==> config.mk <==
export PLATFORM = sky130hd
export DESIGN_NAME = dram_cycle_mon
export DESIGN_NICKNAME = d
export VERILOG_FILES = /design/src/rtl/dcm_pkg.sv /design/src/rtl/dcm_sync.sv /design/src/rtl/dcm_span.sv /design/src/rtl/dcm_classify.sv /design/src/rtl/dram_cycle_mon.sv
export SDC_FILE = /design/constraint.sdc
export NUM_CORES = 1
export LEC_CHECK = 0
export ABC_CLOCK_PERIOD_IN_PS = 4600
export CORE_ASPECT_RATIO = 0.9
export CORE_MARGIN = 1.5
export CORE_UTILIZATION = 50
export DETAILED_ROUTE_END_ITERATION = 10
export DONT_BUFFER_PORTS = 1
export GPL_ROUTABILITY_DRIVEN = 0
export PLACE_DENSITY_LB_ADDON = 0.1
export SLEW_MARGIN = 30
export SYNTH_ARGS = -nofsm -noshare
export SYNTH_HDL_FRONTEND = slang
export SYNTH_HIERARCHICAL = 1
export SYNTH_SLANG_ARGS = --single-unit
==> constraint.sdc <==
create_clock -name clk -period 4.6 [get_ports clk]
set_input_delay 0.23 -clock clk [delete_from_list [all_inputs] [get_ports clk]]
set_output_delay 0.23 -clock clk [all_outputs]
set_load 0.01 [all_outputs]
==> src/rtl/dcm_pkg.sv <==
package dcm_pkg;

  typedef enum logic [3:0] {
    EV_NONE     = 4'd0,
    EV_READ     = 4'd1,
    EV_EWRITE   = 4'd2,
    EV_RMW      = 4'd3,
    EV_ROW_ONLY = 4'd4,
    EV_CBR      = 4'd5,
    EV_HIDDEN   = 4'd6,
    EV_SELF     = 4'd7,
    EV_TEST     = 4'd8,
    EV_INDET    = 4'd9
  } ev_code_e;

  typedef enum logic [1:0] {
    M_IDLE   = 2'd0,
    M_ACCESS = 2'd1,
    M_CBR    = 2'd2,
    M_HIDDEN = 2'd3
  } mode_e;

  function automatic int ns_to_cyc(input int ns, input int clk_ns);
    return (ns + clk_ns - 1) / clk_ns;
  endfunction

endpackage

==> src/rtl/dcm_sync.sv <==
module dcm_sync #(
  parameter int N      = 3,
  parameter int STAGES = 2
) (
  input  logic         clk,
  input  logic         rst_n,
  input  logic [N-1:0] din,
  output logic [N-1:0] lvl,
  output logic [N-1:0] fall,
  output logic [N-1:0] rise
);

  logic [N-1:0] prev_q;

  for (genvar i = 0; i < N; i++) begin : g_bit
    logic [STAGES-1:0] sh_q;
    always_ff @(posedge clk or negedge rst_n) begin
      if (!rst_n) sh_q <= '1;
      else        sh_q <= {sh_q[STAGES-2:0], din[i]};
    end
    assign lvl[i] = sh_q[STAGES-1];
  end

  always_ff @(posedge clk or negedge rst_n) begin
    if (!rst_n) prev_q <= '1;
    else        prev_q <= lvl;
  end

  assign fall = prev_q & ~lvl;
  assign rise = ~prev_q & lvl;

endmodule

==> src/rtl/dcm_span.sv <==
module dcm_span #(
  parameter int CW = 16
) (
  input  logic          clk,
  input  logic          rst_n,
  input  logic          start,
  output logic [CW-1:0] cnt
);

  localparam logic [CW-1:0] MAX = '1;

  logic [CW-1:0] cnt_q, cnt_d;
  logic          en;

  assign en = start || (cnt_q != MAX);

  always_comb begin
    cnt_d = cnt_q;
    if (start) cnt_d = CW'(1);
    else       cnt_d = cnt_q + CW'(1);
  end

  always_ff @(posedge clk or negedge rst_n) begin
    if (!rst_n)  cnt_q <= '0;
    else if (en) cnt_q <= cnt_d;
  end

  assign cnt = cnt_q;

endmodule

==> src/rtl/dcm_classify.sv <==
module dcm_classify
  import dcm_pkg::*;
#(
  parameter int CW     = 16,
  parameter int T_CWD  = 8,
  parameter int T_RWD  = 17,
  parameter int T_SELF = 20000,
  parameter int T_RPS  = 22,
  parameter int T_WTS  = 2,
  parameter int T_WTH  = 2
) (
  input  logic          clk,
  input  logic          rst_n,
  input  logic          ras_fall,
  input  logic          ras_rise,
  input  logic          cas_lvl,
  input  logic          cas_fall,
  input  logic          cas_rise,
  input  logic          we_lvl,
  input  logic          we_fall,
  input  logic          we_rise,
  input  logic [CW-1:0] span_rlow,
  input  logic [CW-1:0] span_rhigh,
  input  logic [CW-1:0] span_cas,
  input  logic [CW-1:0] span_we,
  output logic          ev_valid,
  output logic [3:0]    ev_code,
  output logic          err_rps
);

  localparam logic [CW-1:0] T_CWD_C  = CW'(T_CWD);
  localparam logic [CW-1:0] T_RWD_C  = CW'(T_RWD);
  localparam logic [CW-1:0] T_SELF_C = CW'(T_SELF);
  localparam logic [CW-1:0] T_RPS_C  = CW'(T_RPS);
  localparam logic [CW-1:0] T_WTS_C  = CW'(T_WTS);
  localparam logic [CW-1:0] T_WTH_C  = CW'(T_WTH);

  mode_e      mode_q, mode_d;
  logic       seen_q, seen_d;
  logic       early_q, early_d;
  logic       rmw_q, rmw_d;
  logic       indet_q, indet_d;
  logic       test_q, test_d;
  logic       hid_q, hid_d;
  logic       sr_q, sr_d;
  logic       vld_q, vld_d;
  logic [3:0] code_q, code_d;
  logic       err_q, err_d;
  ev_code_e   acc_code;
  logic       long_low;

  assign long_low = (span_rlow >= T_SELF_C);

  // class of a normal access cycle from the flags it collected
  always_comb begin
    if (!seen_q)      acc_code = EV_ROW_ONLY;
    else if (indet_q) acc_code = EV_INDET;
    else if (rmw_q)   acc_code = EV_RMW;
    else if (early_q) acc_code = EV_EWRITE;
    else              acc_code = EV_READ;
  end

  always_comb begin
    mode_d  = mode_q;
    seen_d  = seen_q;
    early_d = early_q;
    rmw_d   = rmw_q;
    indet_d = indet_q;
    test_d  = test_q;
    hid_d   = hid_q;
    sr_d    = sr_q;
    vld_d   = 1'b0;
    code_d  = code_q;
    err_d   = 1'b0;
    if (cas_rise) hid_d = 1'b0;
    unique case (mode_q)
      M_IDLE: begin
        if (ras_fall) begin
          seen_d  = 1'b0;
          early_d = 1'b0;
          rmw_d   = 1'b0;
          indet_d = 1'b0;
          test_d  = 1'b0;
          if (sr_q) begin
            err_d = (span_rhigh < T_RPS_C);
            sr_d  = 1'b0;
          end
          if (!cas_lvl) begin
            mode_d = hid_q ? M_HIDDEN : M_CBR;
            test_d = !hid_q && !we_lvl && (span_we >= T_WTS_C);
          end else begin
            mode_d = M_ACCESS;
          end
        end
      end
      M_ACCESS: begin
        if (ras_rise) begin
          vld_d  = 1'b1;
          code_d = acc_code;
          mode_d = M_IDLE;
          hid_d  = (acc_code == EV_READ) && !cas_lvl;
        end else if (cas_fall) begin
          seen_d = 1'b1;
          if (!we_lvl) early_d = 1'b1;
        end else if (we_fall && !cas_lvl) begin
          if ((span_cas >= T_CWD_C) && (span_rlow >= T_RWD_C)) rmw_d = 1'b1;
          else                                                  indet_d = 1'b1;
        end
      end
      M_CBR: begin
        if (ras_rise) begin
          vld_d  = 1'b1;
          mode_d = M_IDLE;
          hid_d  = 1'b0;
          if (test_q)        code_d = EV_TEST;
          else if (long_low) code_d = EV_SELF;
          else               code_d = EV_CBR;
          sr_d = !test_q && long_low;
        end else if (we_rise && (span_rlow < T_WTH_C)) begin
          test_d = 1'b0;
        end
      end
      M_HIDDEN: begin
        if (ras_rise) begin
          vld_d  = 1'b1;
          code_d = EV_HIDDEN;
          mode_d = M_IDLE;
          hid_d  = !cas_lvl;
        end
      end
      default: mode_d = M_IDLE;
    endcase
  end

  always_ff @(posedge clk or negedge rst_n) begin
    if (!rst_n) begin
      mode_q  <= M_IDLE;
      seen_q  <= 1'b0;
      early_q <= 1'b0;
      rmw_q   <= 1'b0;
      indet_q <= 1'b0;
      test_q  <= 1'b0;
      hid_q   <= 1'b0;
      sr_q    <= 1'b0;
      vld_q   <= 1'b0;
      code_q  <= EV_NONE;
      err_q   <= 1'b0;
    end else begin
      mode_q  <= mode_d;
      seen_q  <= seen_d;
      early_q <= early_d;
      rmw_q   <= rmw_d;
      indet_q <= indet_d;
      test_q  <= test_d;
      hid_q   <= hid_d;
      sr_q    <= sr_d;
      vld_q   <= vld_d;
      code_q  <= code_d;
      err_q   <= err_d;
    end
  end

  assign ev_valid = vld_q;
  assign ev_code  = code_q;
  assign err_rps  = err_q;

  // a self refresh report needs the measured low time behind it
  p_self_len_r10: assert property (@(posedge clk) disable iff (!rst_n)
    (vld_q && code_q == EV_SELF) |-> ($past(span_rlow) >= T_SELF_C));

  // the error pulse follows a row-strobe fall
  p_err_after_fall_r11: assert property (@(posedge clk) disable iff (!rst_n)
    err_q |-> $past(ras_fall));

endmodule

==> src/rtl/dram_cycle_mon.sv <==
module dram_cycle_mon
  import dcm_pkg::*;
#(
  parameter int CLK_NS      = 5,
  parameter int CWD_NS      = 40,
  parameter int RWD_NS      = 85,
  parameter int SELF_NS     = 100000,
  parameter int RPS_NS      = 110,
  parameter int WTS_NS      = 10,
  parameter int WTH_NS      = 10,
  parameter int SYNC_STAGES = 2
) (
  input  logic       clk,
  input  logic       rst_n,
  input  logic       ras_n,
  input  logic       cas_n,
  input  logic       we_n,
  output logic       ev_valid,
  output logic [3:0] ev_code,
  output logic       err_rps
);

  localparam int T_CWD  = ns_to_cyc(CWD_NS, CLK_NS);
  localparam int T_RWD  = ns_to_cyc(RWD_NS, CLK_NS);
  localparam int T_SELF = ns_to_cyc(SELF_NS, CLK_NS);
  localparam int T_RPS  = ns_to_cyc(RPS_NS, CLK_NS);
  localparam int T_WTS  = ns_to_cyc(WTS_NS, CLK_NS);
  localparam int T_WTH  = ns_to_cyc(WTH_NS, CLK_NS);
  localparam int CW     = $clog2(T_SELF + 2);
  localparam int NSPAN  = 4;

  // reset: asynchronous assertion, synchronous release
  logic [1:0] rst_sh_q;
  logic       rst_i_n;
  always_ff @(posedge clk or negedge rst_n) begin
    if (!rst_n) rst_sh_q <= 2'b00;
    else        rst_sh_q <= {rst_sh_q[0], 1'b1};
  end
  assign rst_i_n = rst_sh_q[1];

  // bit 0 row strobe, bit 1 column strobe, bit 2 write enable
  logic [2:0] lvl, fall, rise;
  dcm_sync #(.N(3), .STAGES(SYNC_STAGES)) u_sync (
    .clk  (clk),
    .rst_n(rst_i_n),
    .din  ({we_n, cas_n, ras_n}),
    .lvl  (lvl),
    .fall (fall),
    .rise (rise)
  );

  // span 0 row low, 1 row high, 2 column low, 3 write low
  logic [NSPAN-1:0] span_start;
  logic [CW-1:0]    span [NSPAN];
  assign span_start = {fall[2], fall[1], rise[0], fall[0]};

  for (genvar k = 0; k < NSPAN; k++) begin : g_span
    dcm_span #(.CW(CW)) u_span (
      .clk  (clk),
      .rst_n(rst_i_n),
      .start(span_start[k]),
      .cnt  (span[k])
    );
  end

  dcm_classify #(
    .CW(CW), .T_CWD(T_CWD), .T_RWD(T_RWD), .T_SELF(T_SELF),
    .T_RPS(T_RPS), .T_WTS(T_WTS), .T_WTH(T_WTH)
  ) u_cls (
    .clk       (clk),
    .rst_n     (rst_i_n),
    .ras_fall  (fall[0]),
    .ras_rise  (rise[0]),
    .cas_lvl   (lvl[1]),
    .cas_fall  (fall[1]),
    .cas_rise  (rise[1]),
    .we_lvl    (lvl[2]),
    .we_fall   (fall[2]),
    .we_rise   (rise[2]),
    .span_rlow (span[0]),
    .span_rhigh(span[1]),
    .span_cas  (span[2]),
    .span_we   (span[3]),
    .ev_valid  (ev_valid),
    .ev_code   (ev_code),
    .err_rps   (err_rps)
  );

  // reports are single-cycle and only follow a row-strobe rise
  p_one_pulse_r12: assert property (@(posedge clk) disable iff (!rst_i_n)
    ev_valid |=> !ev_valid);
  p_after_rise_r12: assert property (@(posedge clk) disable iff (!rst_i_n)
    ev_valid |-> $past(rise[0]));
  // hidden refresh only while the column strobe is held low
  p_hidden_cas_low_r9: assert property (@(posedge clk) disable iff (!rst_i_n)
    (ev_valid && ev_code == EV_HIDDEN) |-> $past(!lvl[1]));
  // the precharge error is raised while the row strobe is low again
  p_err_ras_low_r11: assert property (@(posedge clk) disable iff (!rst_i_n)
    err_rps |-> !lvl[0]);

endmodule

==> metrics <==
remaining global-route overflow=0; fillcell total=783; post-route insts no fill=575; Die ar.=0.00963 mm²; clk_lat worst skew=0.35 ns; mean routed wirelength per cell=15.3 µm; Final Skew=0.00987 ns; most frequent cells in the layout=dfrtp_1, a21oi_1, nor2_1; # resized after CTS=0; antenna viol nets, final=0; unrepaired setup endpoints after global routing=no; Post-Syn Instances=447; pins over their slew limit=0; first-pass GRT wire length=15500 µm; reg2reg end=g_span[3].u_span/cnt[5]; Crit Path Class=reg2reg; Leakage=1.99 nW; Die Span Y=93.3 µm; Sink Count=86; Detailed Routing Iterations Pass 1=4; status=completed; final setup fails=0; Cell Area, Synth=0.00453 mm²; share of layout cells above drive strength 1=14.9%; Final min period=2.12 ns; total of max-cap violations=0; Min Hold Slack=0.100 ns; CTS tree=built; total power=1.98 mW; pwr dens=400 mW/mm²; input/output buffers=0; CP max FO=10; vias in the first global route=3297; maximum vdd ir drop=0.221 mV; P&R area growth vs syn=9.20%; Total GRT Usage=20.3%; syn_nets=456; 1st-iter DRT viols=146; Post-Route Setup TNS=0 ns; Worst-path clk slew=0.09 ns; root buffer cell=clkbuf_8; critical path capture point type=register; n_diodes=0; Core Util, Final=56.9%; CTS Buffer Depth=2; total CTS buffers=9; Core ar.=0.00869 mm²; number of remaining DRC errors=0; Final period util=46.1%; Worst EP required=4.84 ns; synthesized area per cell=10.1 µm²; Initial Util=52.1%; largest net degree at the start of global routing=41; Slew @ Worst Pin=0.655 ns; Die Wd=103 µm; Placed Cells incl. Taps=555; reg2reg start=g_span[3].u_span/cnt[1]; Slew HR=56.0%; fin nets=460; R2R Setup Slk=2.48 ns; yosys warns=6; CP arrival=2.36 ns; routed vias/inst=6.00; vias=3451; DP HPWL=6010 µm; H-tree depth=3; leading cell type in the layout, fill and taps excluded=dfrtp_1; initial antenna violation count=0; final hold vios=0; Final Routed Wirelength=8790 µm; fmax=472 MHz; critical path launch point type=register; Hold Crit Class=in2async; Rows=32; I/O pin count=11; Worst R2R Path Depth=5
==> state kept, by name (all words and copies together), names as in the netlist, 2 cells and up <==
register,flops
rst_sh_q,2
u_cls/mode_q,2
u_cls/ev_code,4
u_sync/prev_q,3
g_span.u_span/cnt,60
u_sync/g_bit.sh_q,6
==> critical path, cell delays in order (launching register included) <==
cell      delay (ns)
dfrtp_1         0.41
ha_1            0.30
nand4_4         0.20
nor4_4          0.58
nand2b_1        0.19
mux2_2          0.32
==> worst max path at each step <==
stage / start / to / slack (ns)
2_1_floorplan: rst_sh_q[1] / g_span[0].u_span/cnt[0] / 2.04
3_3_place_gp: g_span[0].u_span/cnt[1] / g_span[0].u_span/cnt[1] / 2.34
3_5_place_dp: g_span[0].u_span/cnt[1] / g_span[0].u_span/cnt[3] / 2.28
4_1_cts: g_span[0].u_span/cnt[1] / g_span[0].u_span/cnt[3] / 2.27
5_1_grt: g_span[1].u_span/cnt[1] / g_span[1].u_span/cnt[5] / 2.30
6_report: g_span[3].u_span/cnt[1] / g_span[3].u_span/cnt[5] / 2.48
==> through the flow <==
stage                     setup slack (ns)  instance area, µm²
after floorplan                       2.04                4530
after global placement                2.34                4570
after detailed placement              2.28                4610
after CTS                             2.27                4920
after global routing                  2.30                4940
final                                 2.48                4940
==> area by class of cell <==
cell class / instances / area (µm²) / share of cell area [%]
inverters: 18 / 70.1 / 1.42
clock buffers: 9 / 124 / 2.51
multi-input cells: 330 / 2210 / 44.7
well taps: 119 / 149 / 3.01
flip-flops and latches: 86 / 2170 / 43.8
clock inverters: 7 / 145 / 2.94
repair buffers: 6 / 80.1 / 1.62
==> metal layers <==
layer	GRT usage [%]	wire, µm
met5	0	0
met1	29.0	4410
met2	31.3	4040
met4	5.74	78
met3	4.41	263
==> repair_timing <==
item	4_1_cts	5_1_grt
hold endpoints to repair	5	0
endpoints found under the setup margin	0	0
setup buffers	0	0
hold buffers	4	0
==> power breakdown <==
group	internal [mW]	total [mW]	switching, mW	leakage [nW]
logic	0.133	0.291	0.158	0.735
clock network	0.418	0.690	0.272	0.130
registers	0.853	0.997	0.144	1.12
total	1.40	1.98	0.574	1.99
(Power assumes the default switching activity.)
